--- config.mk ---
export PLATFORM = sky130hd
export DESIGN_NAME = cal_clock_top
export DESIGN_NICKNAME = d
export VERILOG_FILES = /design/src/rtl/cal_pkg.sv /design/src/rtl/cal_prescaler.sv /design/src/rtl/cal_month_days.sv /design/src/rtl/cal_field.sv /design/src/rtl/cal_clock_top.sv
export SDC_FILE = /design/constraint.sdc
export NUM_CORES = 1
export LEC_CHECK = 0
export BUFFER_PORTS_ARGS = -buffer_cell sky130_fd_sc_hd__buf_2
export CORE_MARGIN = 5
export CORE_UTILIZATION = 40
export CTS_BUF_LIST = sky130_fd_sc_hd__clkbuf_2 sky130_fd_sc_hd__clkbuf_4 sky130_fd_sc_hd__clkbuf_8
export CTS_CLUSTER_DIAMETER = 100
export DETAILED_ROUTE_END_ITERATION = 7
export PLACE_DENSITY = 0.72
export SETUP_SLACK_MARGIN = 0.5
export SYNTH_ARGS = -nofsm -noshare
export SYNTH_HDL_FRONTEND = slang
export SYNTH_SLANG_ARGS = --single-unit
--- constraint.sdc ---
create_clock -name clk -period 3.2 [get_ports clk]
set_input_delay 0.16 -clock clk [delete_from_list [all_inputs] [get_ports clk]]
set_output_delay 0.16 -clock clk [all_outputs]
set_load 0.1 [all_outputs]
--- src/rtl/cal_pkg.sv ---
// Package: shared BCD helpers for the calendar clock.
// Assumes all field values are two-digit packed BCD.
package cal_pkg;

    // Advance a two-digit BCD value by one (no range wrap here).
    function automatic logic [7:0] bcd_inc(input logic [7:0] v);
        if (v[3:0] >= 4'd9)
            return {v[7:4] + 4'd1, 4'd0};
        else
            return {v[7:4], v[3:0] + 4'd1};
    endfunction

    // True when a BCD year within 00..99 is divisible by four.
    function automatic logic bcd_leap(input logic [7:0] y);
        logic [7:0] bin;
        bin = {4'd0, y[7:4]} * 8'd10 + {4'd0, y[3:0]};
        return (bin[1:0] == 2'b00);
    endfunction

endpackage

--- src/rtl/cal_prescaler.sv ---
// Module: two-stage tick prescaler plus half-second bit.
// Produces a one-cycle pulse on the tick that completes a second.
// Assumes tick_in is a single-cycle pulse; PRE_LO and PRE_HI are >= 2.
module cal_prescaler #(
    parameter int PRE_LO    = 256,
    parameter int PRE_HI    = 64,
    parameter int SYNC_LEAD = 32
) (
    input  logic clk,
    input  logic rst_n,
    input  logic run_en,
    input  logic tick_in,
    input  logic clr_all,   // clear both stages, cancel pulse
    input  logic clr_half,  // also clear the half-second bit
    output logic sec_pulse,
    output logic half_o,
    output logic sync_o
);
    localparam int LW         = $clog2(PRE_LO);
    localparam int HW         = $clog2(PRE_HI);
    localparam int HALF_TICKS = PRE_LO * PRE_HI;
    localparam int SYNC_FROM  = (HALF_TICKS > SYNC_LEAD) ? HALF_TICKS - SYNC_LEAD : 0;

    logic [LW-1:0] lo_q;
    logic [HW-1:0] hi_q;
    logic          half_q;
    logic          lo_end, hi_end, adv;
    logic [31:0]   pos;

    assign adv    = run_en && tick_in && !clr_all;
    assign lo_end = (lo_q == LW'(PRE_LO - 1));
    assign hi_end = (hi_q == HW'(PRE_HI - 1));

    // Seconds event: last tick of the second half.
    assign sec_pulse = adv && lo_end && hi_end && half_q;

    // Ticks elapsed within the current half second.
    assign pos    = 32'(hi_q) * 32'(PRE_LO) + 32'(lo_q);
    assign sync_o = run_en && half_q && (pos >= 32'(SYNC_FROM));
    assign half_o = half_q;

    // Prescaler stages and half-second bit update.
    always_ff @(posedge clk) begin
        if (!rst_n) begin
            lo_q   <= '0;
            hi_q   <= '0;
            half_q <= 1'b0;
        end else if (clr_all) begin
            lo_q <= '0;
            hi_q <= '0;
            if (clr_half) half_q <= 1'b0;
        end else if (adv) begin
            if (lo_end) begin
                lo_q <= '0;
                if (hi_end) begin
                    hi_q   <= '0;
                    half_q <= ~half_q;
                end else begin
                    hi_q <= hi_q + HW'(1);
                end
            end else begin
                lo_q <= lo_q + LW'(1);
            end
        end
    end

    // a minutes/seconds write leaves both stages at zero.
    assert_clear_R8: assert property (@(posedge clk) disable iff (!rst_n)
        clr_all |=> (lo_q == '0) && (hi_q == '0));

    // a seconds write leaves the half-second bit low.
    assert_half_clr_R9: assert property (@(posedge clk) disable iff (!rst_n)
        (clr_all && clr_half) |=> !half_o);

    // the flag is down right after the seconds event.
    assert_sync_fall_R10: assert property (@(posedge clk) disable iff (!rst_n)
        sec_pulse |=> !sync_o);

endmodule

--- src/rtl/cal_month_days.sv ---
// Module: last valid day (BCD) of the given month and year.
// Assumes month in 01..12; any other code is treated as 31 days.
module cal_month_days (
    input  logic [7:0] month_i,
    input  logic [7:0] year_i,
    output logic [7:0] last_day
);
    import cal_pkg::*;

    // Month-length lookup with February leap adjustment.
    always_comb begin
        unique case (month_i)
            8'h02:                      last_day = bcd_leap(year_i) ? 8'h29 : 8'h28;
            8'h04, 8'h06, 8'h09, 8'h11: last_day = 8'h30;
            default:                    last_day = 8'h31;
        endcase
    end
endmodule

--- src/rtl/cal_field.sv ---
// Module: one BCD calendar field with write port and wrap limit.
// Increments on inc, wraps to FLOOR_V past lim, write has priority.
// Assumes lim and the stored value are valid BCD.
module cal_field #(
    parameter logic [7:0] FLOOR_V = 8'h00
) (
    input  logic       clk,
    input  logic       rst_n,
    input  logic       inc,
    input  logic       wr,
    input  logic [7:0] wdata,
    input  logic [7:0] lim,
    output logic [7:0] value,
    output logic       carry
);
    import cal_pkg::*;

    logic [7:0] val_q;

    assign carry = inc && (val_q >= lim);
    assign value = val_q;

    // Field register: write, wrap or increment.
    always_ff @(posedge clk) begin
        if (!rst_n)      val_q <= FLOOR_V;
        else if (wr)     val_q <= wdata;
        else if (carry)  val_q <= FLOOR_V;
        else if (inc)    val_q <= bcd_inc(val_q);
    end

    // a write lands on the next clock regardless of increments.
    assert_write_R7: assert property (@(posedge clk) disable iff (!rst_n)
        wr |=> value == $past(wdata));

endmodule

--- src/rtl/cal_clock_top.sv ---
// Module: calendar clock counter, 2000-2099, with leap years.
// Chains prescaler and six BCD fields; the seconds event ripples
// through all fields in one clock. Assumes tick_in is synchronous.
module cal_clock_top #(
    parameter int PRE_LO    = 256,
    parameter int PRE_HI    = 64,
    parameter int SYNC_LEAD = 32
) (
    input  logic       clk,
    input  logic       rst_n,
    input  logic       run_en,
    input  logic       tick_in,
    input  logic       wr_sec,
    input  logic [7:0] sec_wd,
    input  logic       wr_min,
    input  logic [7:0] min_wd,
    input  logic       wr_hour,
    input  logic [7:0] hour_wd,
    input  logic       wr_day,
    input  logic [7:0] day_wd,
    input  logic       wr_month,
    input  logic [7:0] month_wd,
    input  logic       wr_year,
    input  logic [7:0] year_wd,
    output logic [7:0] sec_o,
    output logic [7:0] min_o,
    output logic [7:0] hour_o,
    output logic [7:0] day_o,
    output logic [7:0] month_o,
    output logic [7:0] year_o,
    output logic       half_o,
    output logic       sync_o
);
    localparam int NF = 6;

    logic          sec_pulse;
    logic [7:0]    day_lim;
    logic [NF-1:0] inc_v, wr_v, cy_v;
    logic [7:0]    wd_v  [NF];
    logic [7:0]    lim_v [NF];
    logic [7:0]    val_v [NF];

    cal_prescaler #(
        .PRE_LO(PRE_LO), .PRE_HI(PRE_HI), .SYNC_LEAD(SYNC_LEAD)
    ) u_pre (
        .clk(clk), .rst_n(rst_n), .run_en(run_en), .tick_in(tick_in),
        .clr_all(wr_sec | wr_min), .clr_half(wr_sec),
        .sec_pulse(sec_pulse), .half_o(half_o), .sync_o(sync_o)
    );

    cal_month_days u_mdays (
        .month_i(val_v[4]), .year_i(val_v[5]), .last_day(day_lim)
    );

    // Field order 0..5: sec, min, hour, day, month, year.
    assign wr_v  = {wr_year, wr_month, wr_day, wr_hour, wr_min, wr_sec};
    assign wd_v  = '{sec_wd, min_wd, hour_wd, day_wd, month_wd, year_wd};
    assign lim_v = '{8'h59, 8'h59, 8'h23, day_lim, 8'h12, 8'h99};

    // Carry chain: each field counts on the carry of the finer one.
    assign inc_v = {cy_v[NF-2:0], sec_pulse};

    genvar g;
    generate
        for (g = 0; g < NF; g++) begin : g_fld
            localparam logic [7:0] FLOOR = (g == 3 || g == 4) ? 8'h01 : 8'h00;
            cal_field #(.FLOOR_V(FLOOR)) u_fld (
                .clk(clk), .rst_n(rst_n), .inc(inc_v[g]), .wr(wr_v[g]),
                .wdata(wd_v[g]), .lim(lim_v[g]),
                .value(val_v[g]), .carry(cy_v[g])
            );
        end
    endgenerate

    assign sec_o   = val_v[0];
    assign min_o   = val_v[1];
    assign hour_o  = val_v[2];
    assign day_o   = val_v[3];
    assign month_o = val_v[4];
    assign year_o  = val_v[5];

    // with counting off and no writes, nothing moves.
    assert_hold_R2: assert property (@(posedge clk) disable iff (!rst_n)
        (!run_en && wr_v == '0) |=> $stable({sec_o, min_o, hour_o, day_o, month_o, year_o, half_o}));

    // seconds 59 on a seconds event becomes 00 and minutes move.
    assert_sec_wrap_R3: assert property (@(posedge clk) disable iff (!rst_n)
        (sec_pulse && sec_o == 8'h59) |=> (sec_o == 8'h00) && (min_o != $past(min_o)));

    // a day carry without a day write returns the day to 01.
    assert_day_wrap_R4: assert property (@(posedge clk) disable iff (!rst_n)
        (cy_v[3] && !wr_day) |=> day_o == 8'h01);

    // year 99 wraps to 00 on a month carry.
    assert_new_year_R6: assert property (@(posedge clk) disable iff (!rst_n)
        (cy_v[4] && !wr_year && year_o == 8'h99) |=> year_o == 8'h00);

endmodule

==> results by group <==
STA
  • Part of the cycle the worst path needs: between 90% and 100%
  • Worst clock skew: ~0.013 ns
  • Transition time at the pin with the least slew margin: about 0.85 ns
  • Setup TNS: 0 ns
  • Worst Hold Margin: between 0.05 and 0.06 ns
  • Minimum period implied by the final worst setup slack: around 3 ns
  • Max frequency: 0.325 GHz
  • Worst-case headroom to the max-slew limit: around 43%
  • Setup repair after global routing missed its margin: yes
  • Final max-slew violation count: 0
  • Final count of hold timing violations: 0
  • Setup-failing EPs final: 0

Finish
  • Net count reported at finish: roughly 730
  • Highest-count cells in the layout ignoring fill and taps: 107 x buf_2, 42 x nand2_1, 38 x dfxtp_1
  • Footprint of the flip-flops and latches: around 1300 um2
  • Area of combinational cells with multiple inputs: about 2800 um2
  • Synthesis-to-layout area growth: 31.8%
  • Proportion of layout cells with a drive suffix above 1: between 30% and 40%
  • Most frequent standard cell in the layout excluding fill and tap cells: buf_2
  • Count of fill cells added during filler insertion: slightly above 900

Global route
  • Antenna violations before repair: 1
  • Overall routing resource usage: a little under a fifth
  • Via count of the first global-routing pass: between 4,000 and 5,000
  • Global-route wire length before repair: about 20,000 um
  • Sum of overflow across all layers after global routing: 0
  • Pin count of the biggest net entering global routing: 29

Drt
  • Ratio of routed vias to standard cells: around 5.6
  • Drt drc: 0
  • Drt total wl: 12,100 um
  • Post-DR wirelength/cell: between 15 and 20 um
  • Total number of vias: around 4,300
  • Initial DRC count: roughly 220
  • TritonRoute pass-1 iters: 5
  • Antenna Nets Post-Route: 0

CTS
  • Source-to-sink clock delay at the later pin of the worst-skew pair: 0.34 ns
  • Number of clock buffers inserted by TritonCTS: 9
  • CTS tree: built
  • Maximum clock path buffer count: 2
  • Number of buffers inserted by hold repair at cts: 0
  • Post-CTS clock slew at the launch and capture registers of the worst setup and hold paths: around 0.08 ns
  • Clock root buffer: clkbuf_8
  • Clock Sink Count: between 60 and 70
  • Htree depth: 3

Setup path
  • Startpoint type of the worst setup path: flop
  • Worst path max stage delay: around 0.54 ns
  • R2R depth: 15
  • Type of the worst setup path: flop to flop
  • Cells along the critical path: inv_6 -> ha_4 -> nor2b_4 -> o211ai_1 -> o21ai_2 -> nand2_1 -> nand2_1 -> o31ai_2 -> ha_1 -> nor4b_2 -> o211ai_1 -> nor3_2 -> or4_4 -> or4_4 -> a31oi_1
  • Critical Path Slowest Stage Cell: or4_4
  • Required @ worst endpoint: approximately 3.5 ns
  • Arrival time worst endpoint: 3.35 ns
  • CP endpoint kind: flop
  • Crit Path Max Fanout: 7

Placed design
  • Final weighted congestion of routability-driven global placement: between 0.9 and 1
  • Placed wire-length estimate after detailed placement: 8780 um
  • Buffers on Ports: between 100 and 150

Power
  • Total power per unit cell area: ~400 nW/um2
  • Switching part of the total: 40.5%
  • Switching pwr: 0.000879 W
  • IR drop worst, VDD: between 0.15 and 0.2 mV
  • Internal Pwr Total: roughly 0.0013 W
  • Combinational power share: 30.6%
  • Sequential Power Share: between 40 and 50%
  • Clk pwr share: between 20% and 30%
  • Leakage dissipation: 2.30 nW

Floorplanning
  • Core outline area: 9860 um2
  • Count of pins on the block boundary: between 100 and 150
  • Die Ht: about 110 um
  • Full die area: approximately 12,000 um2
  • Placement Rows: 36
  • Initial Utilization: a little over 40%
  • Die span in x: 111 um

Job
  • Max cap viols: 0

Synth
  • Post-synth EDFFs: 0
  • Mapped Area: slightly above 4000 um2
  • FFs w/ async S/R, synth: 0%
  • Flip-flop cell with the highest count after synthesis: dfxtp_1
  • Average cell area after synthesis: 8.14 um2
  • Post-synthesis cell type count: 64
  • Number of nets in the synthesized netlist: roughly 600
  • Instance count of the mapped netlist: 502
  • Count of yosys warnings during synthesis: 0
  • FF+latch count, synth: 63
  • Sequential fraction of the synthesis area: 30.9%

Worst hold path
  • Cells on Worst Hold Path: 3
  • Type of the tightest min-delay check: primary input to flop

Status
  • Result of the run: complete, no violations
## power groups by stage
stage	clock network, W	logic [W]	registers (W)
5_1_grt	0.000681	0.000708	0.000891
4_1_cts	0.000639	0.000647	0.000882
6_report	0.000622	0.000664	0.000884
2_1_floorplan	0	0.000205	0.00117
3_3_place_gp	0	0.000610	0.000897
3_5_place_dp	0	0.000622	0.000899
## synth_stat cells (4+ instances only)
cell | n | area (um2)
a21oi_1 | 35 | 175
nand2b_1 | 5 | 31.3
clkbuf_1 | 16 | 60.1
o31ai_1 | 8 | 60.1
o21ai_0 | 28 | 140
ha_1 | 38 | 475
o211ai_1 | 6 | 45.0
nand4_1 | 9 | 56.3
a31oi_1 | 11 | 68.8
o21a_1 | 4 | 30.0
nor3_1 | 14 | 70.1
xor2_1 | 9 | 78.8
and2_1 | 4 | 25.0
or3_1 | 8 | 50.1
or4_1 | 8 | 60.1
nor4_1 | 6 | 37.5
nor2b_1 | 10 | 62.6
o41ai_1 | 4 | 35.0
dfxtp_1 | 63 | 1260
and3_1 | 6 | 37.5
nand2_1 | 43 | 161
nor2_1 | 33 | 124
inv_1 | 37 | 139
a22oi_1 | 4 | 30.0
nand3_1 | 17 | 85.1
## per-stage QoR
stage	std cells	worst slack (ns)	utilization [%]	total power, W	area [um2]
detailed placement	737	0.0663	49.8	0.00152	4910
finish	769	0.118	54.6	0.00217	5380
global route	769	-0.0768	54.6	0.00228	5380
global placement	737	0.124	49.8	0.00151	4910
CTS	762	0.0770	53.3	0.00217	5260
floorplan	502	-0.0670	-	0.00137	4200
## routing by layer
layer,share of wire [%],track usage (%)
met1,44,23.7
met2,48,30.9
met3,5.9,5.02
met4,1.8,6.73
met5,0,0
## state kept, by name, indices dropped and copies added (netlist names)
register           flops
g_fld.u_fld.value     48
u_pre.half_o           1
u_pre.hi_q             6
u_pre.lo_q             8
## critical path: cells and delay by family, from the launching register on
| kind | cells | cell delay [ns] |
|---|---|---|
| and+or+nand+nor | 7 | 1.45 |
| AOI/OAI and AO/OA | 5 | 0.67 |
| buffers and inverters | 1 | 0.07 |
| adders and majority gates | 2 | 0.44 |
| DFF | 1 | 0.37 |
## what timing repair did
| action | CTS | global route |
|---|---|---|
| setup buffers | 9 | 6 |
| pin swaps | 28 | 18 |
| gates resized for setup | 27 | 18 |
| endpoints found under the setup margin | 24 | 26 |
## cell families after synthesis
kind of cell,Yosys count,synth area share [%]
mux,3,0.766
flops,63,30.9
xor+xnor,12,2.57
simple gates,189,25.3
fa+ha+maj,38,11.6
buf+inv,57,5.82
compound gates,140,23.0
## final timing paths
kind	start	endpoint	slack [ns]
setup / recovery	g_fld[4].u_fld.value[5]	g_fld[5].u_fld.value[2]	0.12
hold / removal	month_wd[0]	g_fld[4].u_fld.value[0]	0.06
setup reg to reg	g_fld[4].u_fld.value[5]	g_fld[5].u_fld.value[2]	0.12
hold reg to reg	g_fld[0].u_fld.value[2]	g_fld[0].u_fld.value[2]	0.49
## cell type report
type,instances,area share [%]
antenna,1,0.0465
clock inverter,6,0.697
tap,133,3.09
clock buffer,10,2.44
timing repair buffer,137,14.5
multi-input combinational,382,52.1
sequential,63,24.4
inverter,37,2.72
Note: power is estimated with default switching activity, not from simulation.
